$ cat src/rtl/ucode_pkg.sv
package ucode_pkg;

    localparam int OP_W    = 6;
    localparam int UA_W    = 4;
    localparam int UWORD_W = 19;

    // Overflow diversion point and destination
    localparam logic [UA_W-1:0] OVF_CHECK_UA = 4'd7;
    localparam logic [UA_W-1:0] OVF_TRAP_UA  = 4'd13;
    localparam logic [UA_W-1:0] UNDEF_UA     = 4'd12;
    localparam logic [UA_W-1:0] EXC_TAIL_UA  = 4'd14;

    localparam logic [OP_W-1:0] OPC_RTYPE = 6'b000000;
    localparam logic [OP_W-1:0] OPC_JUMP  = 6'b000010;
    localparam logic [OP_W-1:0] OPC_BEQ   = 6'b000100;
    localparam logic [OP_W-1:0] OPC_ORI   = 6'b001011;
    localparam logic [OP_W-1:0] OPC_LOAD  = 6'b100011;
    localparam logic [OP_W-1:0] OPC_STORE = 6'b101011;

    typedef enum logic [1:0] {
        SEQ_ZERO  = 2'b00,
        SEQ_DISP1 = 2'b01,
        SEQ_DISP2 = 2'b10,
        SEQ_INCR  = 2'b11
    } seq_e;

    typedef enum logic [1:0] {
        ALU_ADD  = 2'b00,
        ALU_SUB  = 2'b01,
        ALU_FUNC = 2'b10,
        ALU_OR   = 2'b11
    } alu_e;

    typedef enum logic [2:0] {
        BSEL_RT      = 3'b000,
        BSEL_FOUR    = 3'b001,
        BSEL_SEXT    = 3'b010,
        BSEL_SEXT_S2 = 3'b011,
        BSEL_ZEXT    = 3'b100
    } bsel_e;

    typedef enum logic [3:0] {
        DST_NONE        = 4'd0,
        DST_TARGET      = 4'd1,
        DST_RD_ALU      = 4'd2,
        DST_RT_MEM      = 4'd3,
        DST_RT_ALU      = 4'd4,
        DST_EPC         = 4'd5,
        DST_CAUSE_UNDEF = 4'd6,
        DST_CAUSE_OVF   = 4'd7
    } dst_e;

    typedef enum logic [2:0] {
        MEM_IDLE   = 3'd0,
        MEM_RD_PC  = 3'd1,
        MEM_RD_ALU = 3'd2,
        MEM_WR_ALU = 3'd3
    } mem_e;

    typedef enum logic [2:0] {
        PCW_HOLD   = 3'd0,
        PCW_ALU    = 3'd1,
        PCW_BRANCH = 3'd2,
        PCW_JUMP   = 3'd3,
        PCW_VECTOR = 3'd4
    } pcw_e;

    typedef struct packed {
        alu_e  alu;
        logic  src_a;
        bsel_e src_b;
        dst_e  dst;
        mem_e  mem;
        logic  ir_load;
        pcw_e  pcw;
        seq_e  seq;
    } uword_t;

    typedef struct packed {
        logic [1:0] alu_op;
        logic       alu_src_a;
        logic [2:0] alu_src_b;
        logic       reg_write;
        logic       mem_to_reg;
        logic       reg_dst;
        logic       target_write;
        logic       epc_write;
        logic       cause_write;
        logic       cause_val;
        logic       mem_read;
        logic       mem_write;
        logic       iord;
        logic       ir_write;
        logic       pc_write;
        logic       pc_write_cond;
        logic [1:0] pc_src;
    } ctrl_t;

    function automatic uword_t mk(alu_e a, logic sa, bsel_e sb, dst_e d,
                                  mem_e m, logic ir, pcw_e p, seq_e s);
        uword_t w;
        w.alu = a; w.src_a = sa; w.src_b = sb; w.dst = d;
        w.mem = m; w.ir_load = ir; w.pcw = p; w.seq = s;
        return w;
    endfunction

    // Control store contents, one word per micro-address
    function automatic uword_t ustore_word(logic [UA_W-1:0] a);
        case (a)
            4'd0:  return mk(ALU_ADD,  1'b0, BSEL_FOUR,    DST_NONE,        MEM_RD_PC,  1'b1, PCW_ALU,    SEQ_INCR);
            4'd1:  return mk(ALU_ADD,  1'b0, BSEL_SEXT_S2, DST_TARGET,      MEM_IDLE,   1'b0, PCW_HOLD,   SEQ_DISP1);
            4'd2:  return mk(ALU_ADD,  1'b1, BSEL_SEXT,    DST_NONE,        MEM_IDLE,   1'b0, PCW_HOLD,   SEQ_DISP2);
            4'd3:  return mk(ALU_ADD,  1'b1, BSEL_SEXT,    DST_NONE,        MEM_RD_ALU, 1'b0, PCW_HOLD,   SEQ_INCR);
            4'd4:  return mk(ALU_ADD,  1'b1, BSEL_SEXT,    DST_RT_MEM,      MEM_IDLE,   1'b0, PCW_HOLD,   SEQ_ZERO);
            4'd5:  return mk(ALU_ADD,  1'b1, BSEL_SEXT,    DST_NONE,        MEM_WR_ALU, 1'b0, PCW_HOLD,   SEQ_ZERO);
            4'd6:  return mk(ALU_FUNC, 1'b1, BSEL_RT,      DST_NONE,        MEM_IDLE,   1'b0, PCW_HOLD,   SEQ_INCR);
            4'd7:  return mk(ALU_FUNC, 1'b1, BSEL_RT,      DST_RD_ALU,      MEM_IDLE,   1'b0, PCW_HOLD,   SEQ_ZERO);
            4'd8:  return mk(ALU_SUB,  1'b1, BSEL_RT,      DST_NONE,        MEM_IDLE,   1'b0, PCW_BRANCH, SEQ_ZERO);
            4'd9:  return mk(ALU_ADD,  1'b0, BSEL_RT,      DST_NONE,        MEM_IDLE,   1'b0, PCW_JUMP,   SEQ_ZERO);
            4'd10: return mk(ALU_OR,   1'b1, BSEL_ZEXT,    DST_NONE,        MEM_IDLE,   1'b0, PCW_HOLD,   SEQ_INCR);
            4'd11: return mk(ALU_OR,   1'b1, BSEL_ZEXT,    DST_RT_ALU,      MEM_IDLE,   1'b0, PCW_HOLD,   SEQ_ZERO);
            4'd12: return mk(ALU_ADD,  1'b0, BSEL_RT,      DST_CAUSE_UNDEF, MEM_IDLE,   1'b0, PCW_HOLD,   SEQ_DISP2);
            4'd13: return mk(ALU_ADD,  1'b0, BSEL_RT,      DST_CAUSE_OVF,   MEM_IDLE,   1'b0, PCW_HOLD,   SEQ_DISP2);
            4'd14: return mk(ALU_SUB,  1'b0, BSEL_FOUR,    DST_EPC,         MEM_IDLE,   1'b0, PCW_HOLD,   SEQ_INCR);
            default: return mk(ALU_ADD, 1'b0, BSEL_RT,     DST_NONE,        MEM_IDLE,   1'b0, PCW_VECTOR, SEQ_ZERO);
        endcase
    endfunction

    // First dispatch: class routine entry, unknown opcodes trap
    function automatic logic [UA_W-1:0] dispatch_primary(logic [OP_W-1:0] op);
        case (op)
            OPC_RTYPE: return 4'd6;
            OPC_JUMP:  return 4'd9;
            OPC_BEQ:   return 4'd8;
            OPC_ORI:   return 4'd10;
            OPC_LOAD,
            OPC_STORE: return 4'd2;
            default:   return UNDEF_UA;
        endcase
    endfunction

    // Second dispatch: load/store split, everything else joins the exception tail
    function automatic logic [UA_W-1:0] dispatch_secondary(logic [OP_W-1:0] op);
        case (op)
            OPC_LOAD:  return 4'd3;
            OPC_STORE: return 4'd5;
            default:   return EXC_TAIL_UA;
        endcase
    endfunction

endpackage

$ cat src/rtl/ucode_dispatch.sv
module ucode_dispatch
    import ucode_pkg::*;
#(
    parameter int OPW       = OP_W,
    parameter int UAW       = UA_W,
    parameter int TABLE_SEL = 1
) (
    input  logic [OPW-1:0] op,
    output logic [UAW-1:0] target
);
    generate
        if (TABLE_SEL == 1) begin : g_primary
            assign target = dispatch_primary(op);
        end else begin : g_secondary
            assign target = dispatch_secondary(op);
        end
    endgenerate
endmodule

$ cat src/rtl/ucode_store.sv
module ucode_store
    import ucode_pkg::*;
#(
    parameter int UAW = UA_W
) (
    input  logic [UAW-1:0] addr,
    output uword_t         word
);
    localparam int DEPTH = 1 << UAW;

    uword_t rom [DEPTH];

    generate
        for (genvar g = 0; g < DEPTH; g++) begin : g_word
            assign rom[g] = ustore_word(UAW'(g));
        end
    endgenerate

    assign word = rom[addr];
endmodule

$ cat src/rtl/ucode_decode.sv
module ucode_decode
    import ucode_pkg::*;
(
    input  uword_t w,
    output ctrl_t  c
);
    always_comb begin
        c               = '0;
        c.alu_op        = w.alu;
        c.alu_src_a     = w.src_a;
        c.alu_src_b     = w.src_b;

        c.reg_write     = (w.dst == DST_RD_ALU) || (w.dst == DST_RT_MEM) || (w.dst == DST_RT_ALU);
        c.mem_to_reg    = (w.dst == DST_RT_MEM);
        c.reg_dst       = (w.dst == DST_RD_ALU);
        c.target_write  = (w.dst == DST_TARGET);
        c.epc_write     = (w.dst == DST_EPC);
        c.cause_write   = (w.dst == DST_CAUSE_UNDEF) || (w.dst == DST_CAUSE_OVF);
        c.cause_val     = (w.dst == DST_CAUSE_OVF);

        c.mem_read      = (w.mem == MEM_RD_PC) || (w.mem == MEM_RD_ALU);
        c.mem_write     = (w.mem == MEM_WR_ALU);
        c.iord          = (w.mem == MEM_RD_ALU) || (w.mem == MEM_WR_ALU);
        c.ir_write      = w.ir_load;

        c.pc_write      = (w.pcw == PCW_ALU) || (w.pcw == PCW_JUMP) || (w.pcw == PCW_VECTOR);
        c.pc_write_cond = (w.pcw == PCW_BRANCH);
        case (w.pcw)
            PCW_BRANCH: c.pc_src = 2'b01;
            PCW_JUMP:   c.pc_src = 2'b10;
            PCW_VECTOR: c.pc_src = 2'b11;
            default:    c.pc_src = 2'b00;
        endcase
    end
endmodule

$ cat src/rtl/ucode_sequencer.sv
module ucode_sequencer
    import ucode_pkg::*;
#(
    parameter int OPW = OP_W,
    parameter int UAW = UA_W
) (
    input  logic           clk,
    input  logic           rst,
    input  logic [OPW-1:0] opcode,
    input  logic           overflow,
    output logic [UAW-1:0] upc,
    output logic [1:0]     alu_op,
    output logic           alu_src_a,
    output logic [2:0]     alu_src_b,
    output logic           reg_write,
    output logic           mem_to_reg,
    output logic           reg_dst,
    output logic           target_write,
    output logic           epc_write,
    output logic           cause_write,
    output logic           cause_val,
    output logic           mem_read,
    output logic           mem_write,
    output logic           iord,
    output logic           ir_write,
    output logic           pc_write,
    output logic           pc_write_cond,
    output logic [1:0]     pc_src
);
    logic [UAW-1:0] ua_q, ua_d, ua_inc, disp1_ua, disp2_ua, seq_pick;
    uword_t         word;
    ctrl_t          ctl;

    ucode_store #(.UAW(UAW)) u_store (
        .addr (ua_q),
        .word (word)
    );

    ucode_dispatch #(.OPW(OPW), .UAW(UAW), .TABLE_SEL(1)) u_disp1 (
        .op     (opcode),
        .target (disp1_ua)
    );

    ucode_dispatch #(.OPW(OPW), .UAW(UAW), .TABLE_SEL(2)) u_disp2 (
        .op     (opcode),
        .target (disp2_ua)
    );

    ucode_decode u_decode (
        .w (word),
        .c (ctl)
    );

    assign ua_inc = ua_q + UAW'(1);

    always_comb begin
        case (word.seq)
            SEQ_ZERO:  seq_pick = '0;
            SEQ_DISP1: seq_pick = disp1_ua;
            SEQ_DISP2: seq_pick = disp2_ua;
            default:   seq_pick = ua_inc;
        endcase
        ua_d = seq_pick;
        if (overflow && (ua_q == UAW'(OVF_CHECK_UA)))
            ua_d = UAW'(OVF_TRAP_UA);
    end

    always_ff @(posedge clk) begin
        if (rst) ua_q <= '0;
        else     ua_q <= ua_d;
    end

    assign upc           = ua_q;
    assign alu_op        = ctl.alu_op;
    assign alu_src_a     = ctl.alu_src_a;
    assign alu_src_b     = ctl.alu_src_b;
    assign reg_write     = ctl.reg_write;
    assign mem_to_reg    = ctl.mem_to_reg;
    assign reg_dst       = ctl.reg_dst;
    assign target_write  = ctl.target_write;
    assign epc_write     = ctl.epc_write;
    assign cause_write   = ctl.cause_write;
    assign cause_val     = ctl.cause_val;
    assign mem_read      = ctl.mem_read;
    assign mem_write     = ctl.mem_write;
    assign iord          = ctl.iord;
    assign ir_write      = ctl.ir_write;
    assign pc_write      = ctl.pc_write;
    assign pc_write_cond = ctl.pc_write_cond;
    assign pc_src        = ctl.pc_src;
endmodule

$ cat config.mk
export PLATFORM = sky130hd
export DESIGN_NAME = ucode_sequencer
export DESIGN_NICKNAME = d
export VERILOG_FILES = /design/src/rtl/ucode_pkg.sv /design/src/rtl/ucode_dispatch.sv /design/src/rtl/ucode_store.sv /design/src/rtl/ucode_decode.sv /design/src/rtl/ucode_sequencer.sv
export SDC_FILE = /design/constraint.sdc
export NUM_CORES = 1
export LEC_CHECK = 0
export BUFFER_PORTS_ARGS = -buffer_cell sky130_fd_sc_hd__buf_2
export CORE_MARGIN = 3
export CORE_UTILIZATION = 48
export CTS_CLUSTER_DIAMETER = 80
export DETAILED_ROUTE_END_ITERATION = 8
export PLACE_DENSITY = 0.89
export SLEW_MARGIN = 15
export SYNTH_ARGS = -nofsm -noshare
export SYNTH_HDL_FRONTEND = slang
export SYNTH_SLANG_ARGS = --single-unit
$ cat constraint.sdc
create_clock -name clk -period 2.2 [get_ports clk]
set_input_delay 0 -clock clk [delete_from_list [all_inputs] [get_ports clk]]
set_output_delay 0 -clock clk [all_outputs]
set_load 0.02 [all_outputs]
==> flow_summary.yaml, run 1 <==
yosys:
  yosysMostFrequentCell: "nand2_1"
  synthXorXnorAreaFrac_pct: 3.084
  ys_ff_latch: 4
  synth_edf_count: 0
  ys_seq_area_share_pct: 9.398
  yosys.area_share.simple_pct: 31.86
  synthDistinctLibCells: 40
  yosys.area.top_type_share_pct: 16.15
  ys_warn_count: 0
  syn-num-nets: 137
  synth-main-ff-cell: "dfxtp_1"
  async_reset_ff_share_pct: 0
  synth_compound_area_share_pct: 28.63
  syn_area_per_cell_sq_um: 7.283
  yosys.area.top_type: "ha_1"
  netlist_instances: 117
  synthTopCellsByArea: "ha_1 16%, dfxtp_1 9.4%, nand2_1 6.2%, nor2_1 4.4%, a21oi_1 4.1%"
  synthTopCellsByCount: "14 x nand2_1, 11 x ha_1, 10 x nor2_1"
  syn_area_sq_um: 852.1
  synth_fa_ha_area_share_pct: 16.15
  synth_top_family_by_area: "simple AND/OR/NAND/NOR gates"
  muxShareOfSynthArea_pct: 3.818
clocking:
  cts.sinks: 4
  path_clk_slew_ps: 40
  cts.htree.levels: 1
  cts_setup_buffers: 0
  clkLatencyLatePin_ps: 240
  cts_root_buf: "clkbuf_4"
  cts_tree: "yes"
  cts.path.max_buffers: 2
  cts_buffers: 3
setup_path:
  cp_max_fo: 8
  worst_ep_required_time_ps: 2200
  crit_path_start_kind: "register"
  path_class: "register to output port"
  r2r-start: "upc[0]"
  end_kind: "output port"
  worstSetupStartpoint: "upc[0]"
  critical_path_arrival_ps: 2050
detailed_routing:
  wire_per_inst_microns: 12.67
  initialDrtViolationCount: 24
  post-route-drc-count: 0
  first_pass_iters: 4
  vias: 1003
  ant_nets: 0
  avgViaCountPerCell: 5.572
  finalWirelength_mm: 2.280
floorplan:
  die_area_sq_mm: 0.002317
  start_util_pct: 53.45
  die_x_microns: 48.13
  io_pins: 34
  die_height_microns: 48.13
  rows: 14
  core_area_sq_mm: 0.001594
timing:
  hold_violations: 0
  rsz0062_at_grt: "no"
  max_freq_ghz: 0.4868
  skew_ps: 0.5876
  worstMarginPinSlew_ps: 434.0
  relSlewSlack_pct: 70.84
  hold_ws_ps: 121.3
  setup_violations: 0
  period_minus_slack_ps: 2054
  final_max_slew_viol_count: 0
  period_share_pct: 93.37
  setup_tns_ps: 0
placement:
  port_buffers: 33
  place_congestion: 0.8962
  dp.cells: 176
  dp_hpwl_mm: 1.809
worst_hold_path:
  hold_start: "overflow"
  hp-class: "primary input to register"
job:
  max_cap_violations: 0
final_layout:
  instances_no_fill: 180
  area_delta_synth_final_pct: 29.81
  nNetsFinal: 178
  antenna_cells: 0
  fillCellCount: 132
  drive_gt1_share_pct: 37.18
  post-route-util_pct: 69.39
  area.sequential_sq_um: 82.58
  largest_reg_flops: 4
  multiInputGateArea_sq_um: 716.9
power:
  p_leak_nw: 0.5368
  total_power_mw: 1.772
  ir_drop_uv: 790.6
  power_density_mw_per_mm2: 1602
run_status:
  status: "finished clean"
grt:
  grt_pass1_wl_mm: 3.788
  antenna_found_initial: 0
  grt_usage_pct: 22.90
  grt_max_degree: 12
  overflow: 0
  grt_pass1_vias: 906
==> logic make-up (layout without fill, tap and decap cells) <==
| logic type | after synthesis | after routing |
|---|---|---|
| muxes | 3 | 3 |
| adders and majority gates | 11 | 11 |
| AOI/OAI and AO/OA | 33 | 33 |
| xor gates and xnor gates | 3 | 3 |
| and+or+nand+nor | 51 | 51 |
| DFF | 4 | 4 |
| buffers and inverters | 12 | 51 |
==> layer usage <==
layer  track usage (%)  routed length, microns  up-vias
li1                  -                       -      506
met1             25.00                     923      444
met2             43.01                    1153       48
met3             2.214                     151        5
met4             11.83                      52        0
met5                 0                       0        -
==> cell type report <==
type                    instances  area share (%)
multi-input cells             101           64.82
flip-flops and latches          4           7.466
clock buffers                   3           2.036
well taps                      24           2.715
inverters                       7           2.376
repair buffers                 41           20.59
==> through the flow <==
stage          instance area (sq um)  setup slack [ps]
2_1_floorplan                  858.3             134.7
3_3_place_gp                    1072             309.3
3_5_place_dp                    1072             172.8
4_1_cts                         1105             26.78
5_1_grt                         1106             30.45
6_report                        1106             145.8
==> critical path: stages, from the launching register on <==
cell,delay [ps]
dfxtp_2,410
inv_1,140
ha_1,340
mux2_2,280
a22oi_1,220
o21bai_1,190
nor3b_2,60
buf_2,160
==> repair_timing <==
action | in CTS | in global routing
hold buffers | 1 | 0
gates resized for setup | 0 | 1
hold endpoints to repair | 3 | 0
endpoints found under the setup margin | 0 | 4
==> layout by cell type (no fill, tap or decap), types with 2 or more instances in the layout <==
master and instances:
buf_4 7, nand3_1 5, xnor2_1 3, dfxtp_2 2
buf_2 33, a211oi_1 4, a22oi_1 2, nor3_1 2
dfxtp_1 2, o211ai_1 4, o21ai_0 5, nand2_1 14
nor2_1 10, clkinv_1 2, inv_1 5, a31oi_1 3
ha_1 11, a21oi_1 7, nor2b_1 2, clkbuf_4 3
or2_2 3, or4_1 3, and3_1 3
==> worst paths after layout <==
kind,to,slack [ps],cells after the start
max,epc_write,150,7
min reg2reg,upc[0],840,4
min,upc[0],120,3
max reg2reg,upc[2],270,6
==> report_power, final <==
part           leakage [nW]  switching, mW  internal (mW)
Combinational         0.489          0.895          0.603
Clock                0.0138         0.0315         0.0611
Sequential           0.0339         0.0718          0.110
Note: power is estimated with default switching activity, not from simulation.
==> inputs of run 2 (changes only) <==
--- a/config.mk
+++ b/config.mk
@@ -7,10 +7,11 @@
 export LEC_CHECK = 0
 export BUFFER_PORTS_ARGS = -buffer_cell sky130_fd_sc_hd__buf_2
 export CORE_MARGIN = 3
-export CORE_UTILIZATION = 48
+export CORE_UTILIZATION = 47
 export CTS_CLUSTER_DIAMETER = 80
+export CTS_CLUSTER_SIZE = 12
 export DETAILED_ROUTE_END_ITERATION = 8
-export PLACE_DENSITY = 0.89
+export PLACE_DENSITY = 0.88
 export SLEW_MARGIN = 15
 export SYNTH_ARGS = -nofsm -noshare
 export SYNTH_HDL_FRONTEND = slang
==> flow_summary.yaml, run 2 (synthesis gave the netlist of run 1 again) <==
floorplan:
  core_area_sq_mm: 0.001612
  rows: 14
  io_pins: 34
  die_area_sq_mm: 0.002360
  die_height_microns: 48.58
  die_x_microns: 48.58
  start_util_pct: 52.87
setup_path:
  worst_ep_required_time_ps: 2200
  path_class: "register to output port"
  r2r_slack_ps: 290
  crit_chain: "buf_4, ha_1, ha_1, or4_1, a21oi_1, buf_2"
  crit_family: "simple AND/OR/NAND/NOR gates"
  r2r-start: "upc[0]"
  end_kind: "output port"
  critical_path_arrival_ps: 2030
  r2r_end: "upc[0]"
  worstRegToRegCells: 6
  worst-path-buf-inv: 2
  slowest_stage: "or4_1"
  critPathMostFrequentCell: "ha_1"
  cp_max_fo: 11
  crit_path_start_kind: "register"
  slowest_delay_ps: 540
grt:
  grt_pass1_wl_mm: 3.953
  grt_pass1_vias: 941
  grt_usage_pct: 20.36
  overflow: 0
  antenna_found_initial: 0
  grt_max_degree: 14
clocking:
  hold_buffers: 0
  cts.sinks: 4
  path_clk_slew_ps: 40
  cts_buffers: 3
  cts_tree: "yes"
  cts_root_buf: "clkbuf_4"
  cts.htree.levels: 1
  clkLatencyLatePin_ps: 230
  cts.path.max_buffers: 2
detailed_routing:
  initialDrtViolationCount: 10
  first_pass_iters: 4
  avgViaCountPerCell: 5.704
  post-route-drc-count: 0
  wire_per_inst_microns: 12.93
  ant_nets: 0
  vias: 1021
  finalWirelength_mm: 2.315
timing:
  worstMarginPinSlew_ps: 422.8
  skew_ps: 0.8529
  layout_setup_ws_ps: 165.4
  period_share_pct: 92.48
  final_max_slew_viol_count: 0
  relSlewSlack_pct: 71.60
  max_freq_ghz: 0.4915
  setup_tns_ps: 0
  period_minus_slack_ps: 2035
  hold_violations: 0
  rsz0062_at_grt: "no"
  setup_violations: 0
worst_hold_path:
  min_delay_path_depth: 2
  hold_start: "rst"
  hp-class: "primary input to register"
  min_to: "upc[3]"
final_layout:
  area_delta_synth_final_pct: 29.22
  drive_gt1_share_pct: 38.06
  post-route-util_pct: 68.32
  final_common_cell: "buf_2"
  antenna_cells: 0
  largest_reg_flops: 4
  nNetsFinal: 177
  mostFrequentLayoutCells: "33 x buf_2, 14 x nand2_1, 11 x ha_1"
power:
  ir_drop_uv: 668.3
  p_leak_nw: 0.5331
  power_density_mw_per_mm2: 1614
  total_power_mw: 1.777
placement:
  port_buffers: 33
  dp_hpwl_mm: 1.912
  dpl_worst_slack_ps: 181.1
  place_congestion: 0.8482
run_status:
  status: "finished clean"
job:
  max_cap_violations: 0
run 2: cell count changes in the layout (fill, tap and decap cells not counted), sizes merged:
cell and delta:
dlygate4sd3 -1
run 2: through the flow:
step,area [sq um],cells,hold WS [ps]
detailed placement,1072,176,239.0
global placement,1072,176,224.4
CTS,1095,179,1.870
global route,1101,179,11.93
floorplan,858.3,117,69.41
finish,1101,179,4.637
run 2: repair_timing:
action | 4_1_cts | 5_1_grt
gates resized for setup | 0 | 2
setup endpoints to repair | 0 | 3
buffers inserted | 0 | 0
run 2: area by class of cell:
type,instances,area [sq um]
clock buffers,3,22.52
fillers,151,510.5
inverters,7,26.28
multi-input cells,101,721.9
flip-flops and latches,4,82.58
well taps,24,30.03
repair buffers,40,217.7
run 2: power breakdown:
group          leakage [nW]  switching, mW  internal (mW)  total [mW]
Combinational         0.485          0.918          0.598        1.52
Sequential           0.0339         0.0602          0.110       0.170
Clock                0.0138         0.0294         0.0610      0.0903
Total                 0.533           1.01          0.769        1.78
run 2: layer usage:
| layer | track usage (%) | wire [microns] | up-vias |
|---|---|---|---|
| met5 | 0 | 0 | - |
| met4 | 11.37 | 48 | 0 |
| met3 | 3.374 | 146 | 6 |
| met2 | 37.39 | 1200 | 43 |
| met1 | 21.96 | 918 | 465 |
| li1 | - | - | 507 |
run 2: worst max-delay path by stage:
stage                      start         to  slack (ps)  cells past startpoint
after global routing      upc[1]       iord          60                      9
after global placement    upc[0]     upc[2]         310                      6
after CTS                 upc[0]  epc_write           4                      7
final                     upc[1]  pc_src[0]         170                      6
after floorplan           upc[2]  cause_val         130                      4
after detailed placement  upc[0]     upc[0]         180                      6
==> inputs of run 3 (changes only) <==
--- a/config.mk
+++ b/config.mk
@@ -11,6 +11,7 @@
 export CTS_CLUSTER_DIAMETER = 80
 export CTS_CLUSTER_SIZE = 12
 export DETAILED_ROUTE_END_ITERATION = 8
+export MAX_ROUTING_LAYER = met4
 export PLACE_DENSITY = 0.88
 export SLEW_MARGIN = 15
 export SYNTH_ARGS = -nofsm -noshare
==> flow_summary.yaml, run 3 (synthesis gave the netlist of run 1 again) <==
run_status:
  status: "finished clean"
floorplan:
  rows: 14
  die_area_sq_mm: 0.002360
  core_area_sq_mm: 0.001612
  io_pins: 34
  die_x_microns: 48.58
  start_util_pct: 52.87
  die_height_microns: 48.58
setup_path:
  slowest_stage: "or4_1"
  slowest_delay_ps: 540
  crit_chain: "buf_4, ha_1, ha_1, or4_1, a21oi_1, buf_2"
  worst_ep_required_time_ps: 2200
  worstRegToRegCells: 6
  critPathMostFrequentCell: "ha_1"
  r2r_slack_ps: 290
  end_kind: "output port"
  crit_path_start_kind: "register"
  path_class: "register to output port"
  critical_path_arrival_ps: 2030
  cp_max_fo: 11
power:
  total_power_mw: 1.775
  power_density_mw_per_mm2: 1612
  p_leak_nw: 0.5331
  clkPwrFrac_pct: 5.0
  comb_power_share_pct: 85.4
  seqPwrFrac_pct: 9.6
  p_sw_mw: 1.007
  p_sw_share_pct: 56.70
  ir_drop_uv: 667.1
  power.internal_mw: 0.7688
timing:
  rsz0062_at_grt: "no"
  setup_tns_ps: 0
  skew_ps: 0.9378
  final_max_slew_viol_count: 0
  period_minus_slack_ps: 2033
  setup_violations: 0
  hold_violations: 0
  period_share_pct: 92.41
  relSlewSlack_pct: 71.69
  max_freq_ghz: 0.4919
  hold_ws_ps: 14.17
  layout_setup_ws_ps: 166.9
  worstMarginPinSlew_ps: 421.4
final_layout:
  fin_area_sq_mm: 0.001101
  antenna_cells: 0
  post-route-util_pct: 68.32
  nNetsFinal: 177
  final_common_cell: "buf_2"
  area_delta_synth_final_pct: 29.22
  drive_gt1_share_pct: 38.06
  instances_no_fill: 179
  mostFrequentLayoutCells: "33 x buf_2, 14 x nand2_1, 11 x ha_1"
  largest_reg_flops: 4
detailed_routing:
  vias: 1016
  first_pass_iters: 6
  wire_per_inst_microns: 12.92
  ant_nets: 0
  post-route-drc-count: 0
  avgViaCountPerCell: 5.676
  initialDrtViolationCount: 11
  finalWirelength_mm: 2.313
placement:
  dp.cells: 176
  dpl_worst_slack_ps: 181.1
  port_buffers: 33
  dp_hpwl_mm: 1.912
  dpl_cell_area_sq_mm: 0.001072
  place_congestion: 0.8615
clocking:
  cts_tree: "yes"
  cts.htree.levels: 1
  path_clk_slew_ps: 40
  cts.path.max_buffers: 2
  cts.sinks: 4
  clkLatencyLatePin_ps: 230
  cts_root_buf: "clkbuf_4"
  cts_buffers: 3
grt:
  overflow: 0
  grt_pass1_wl_mm: 3.953
  grt_max_degree: 14
  grt_usage_pct: 20.92
  grt_pass1_vias: 941
  antenna_found_initial: 0
worst_hold_path:
  hp-class: "primary input to register"
  min_delay_path_depth: 2
job:
  max_cap_violations: 0
-- run 3: cell counts in the layout (fill, tap and decap cells not counted) --
No cell type changed its count.
-- run 3: final timing paths --
path               start        end
setup reg to reg  upc[0]     upc[0]
hold / removal       rst     upc[3]
setup / recovery  upc[1]  pc_src[0]
hold reg to reg   upc[0]     upc[3]
-- run 3: repair_timing --
item / in CTS / in global routing
setup endpoints to repair: 0 / 3
hold buffers: 0 / 0
resized for setup: 0 / 2
endpoints found under the hold margin: 0 / 0
setup buffers: 0 / 0
-- run 3: worst max-delay path, delay by kind of cell (launching register included) --
kind	cells	cell delay, ps
buf+inv	2	350
fa+ha+maj	2	460
flops	1	310
simple gates	1	540
compound gates	1	140
-- run 3: area by class of cell --
class | count | area (sq um)
clock buffers | 3 | 22.52
multi-input cells | 101 | 721.9
inverters | 7 | 26.28
well taps | 24 | 30.03
flip-flops and latches | 4 | 82.58
fillers | 151 | 510.5
repair buffers | 40 | 217.7
-- run 3: layer usage --
layer	part of all wire, %	global-route usage [%]	wire, microns
met1	41	21.96	939
met2	51	37.39	1189
met3	5.8	3.374	134
met4	2.2	11.37	50
met5	0	-	0
-- run 3: power by group through the flow --
stage / logic [mW] / clock network [mW] / registers (mW)
6_report: 1.52 / 0.0892 / 0.170
4_1_cts: 1.51 / 0.0899 / 0.166
3_3_place_gp: 1.45 / 0 / 0.165
5_1_grt: 1.65 / 0.0971 / 0.179
2_1_floorplan: 1.07 / 0 / 0.194
3_5_place_dp: 1.50 / 0 / 0.167
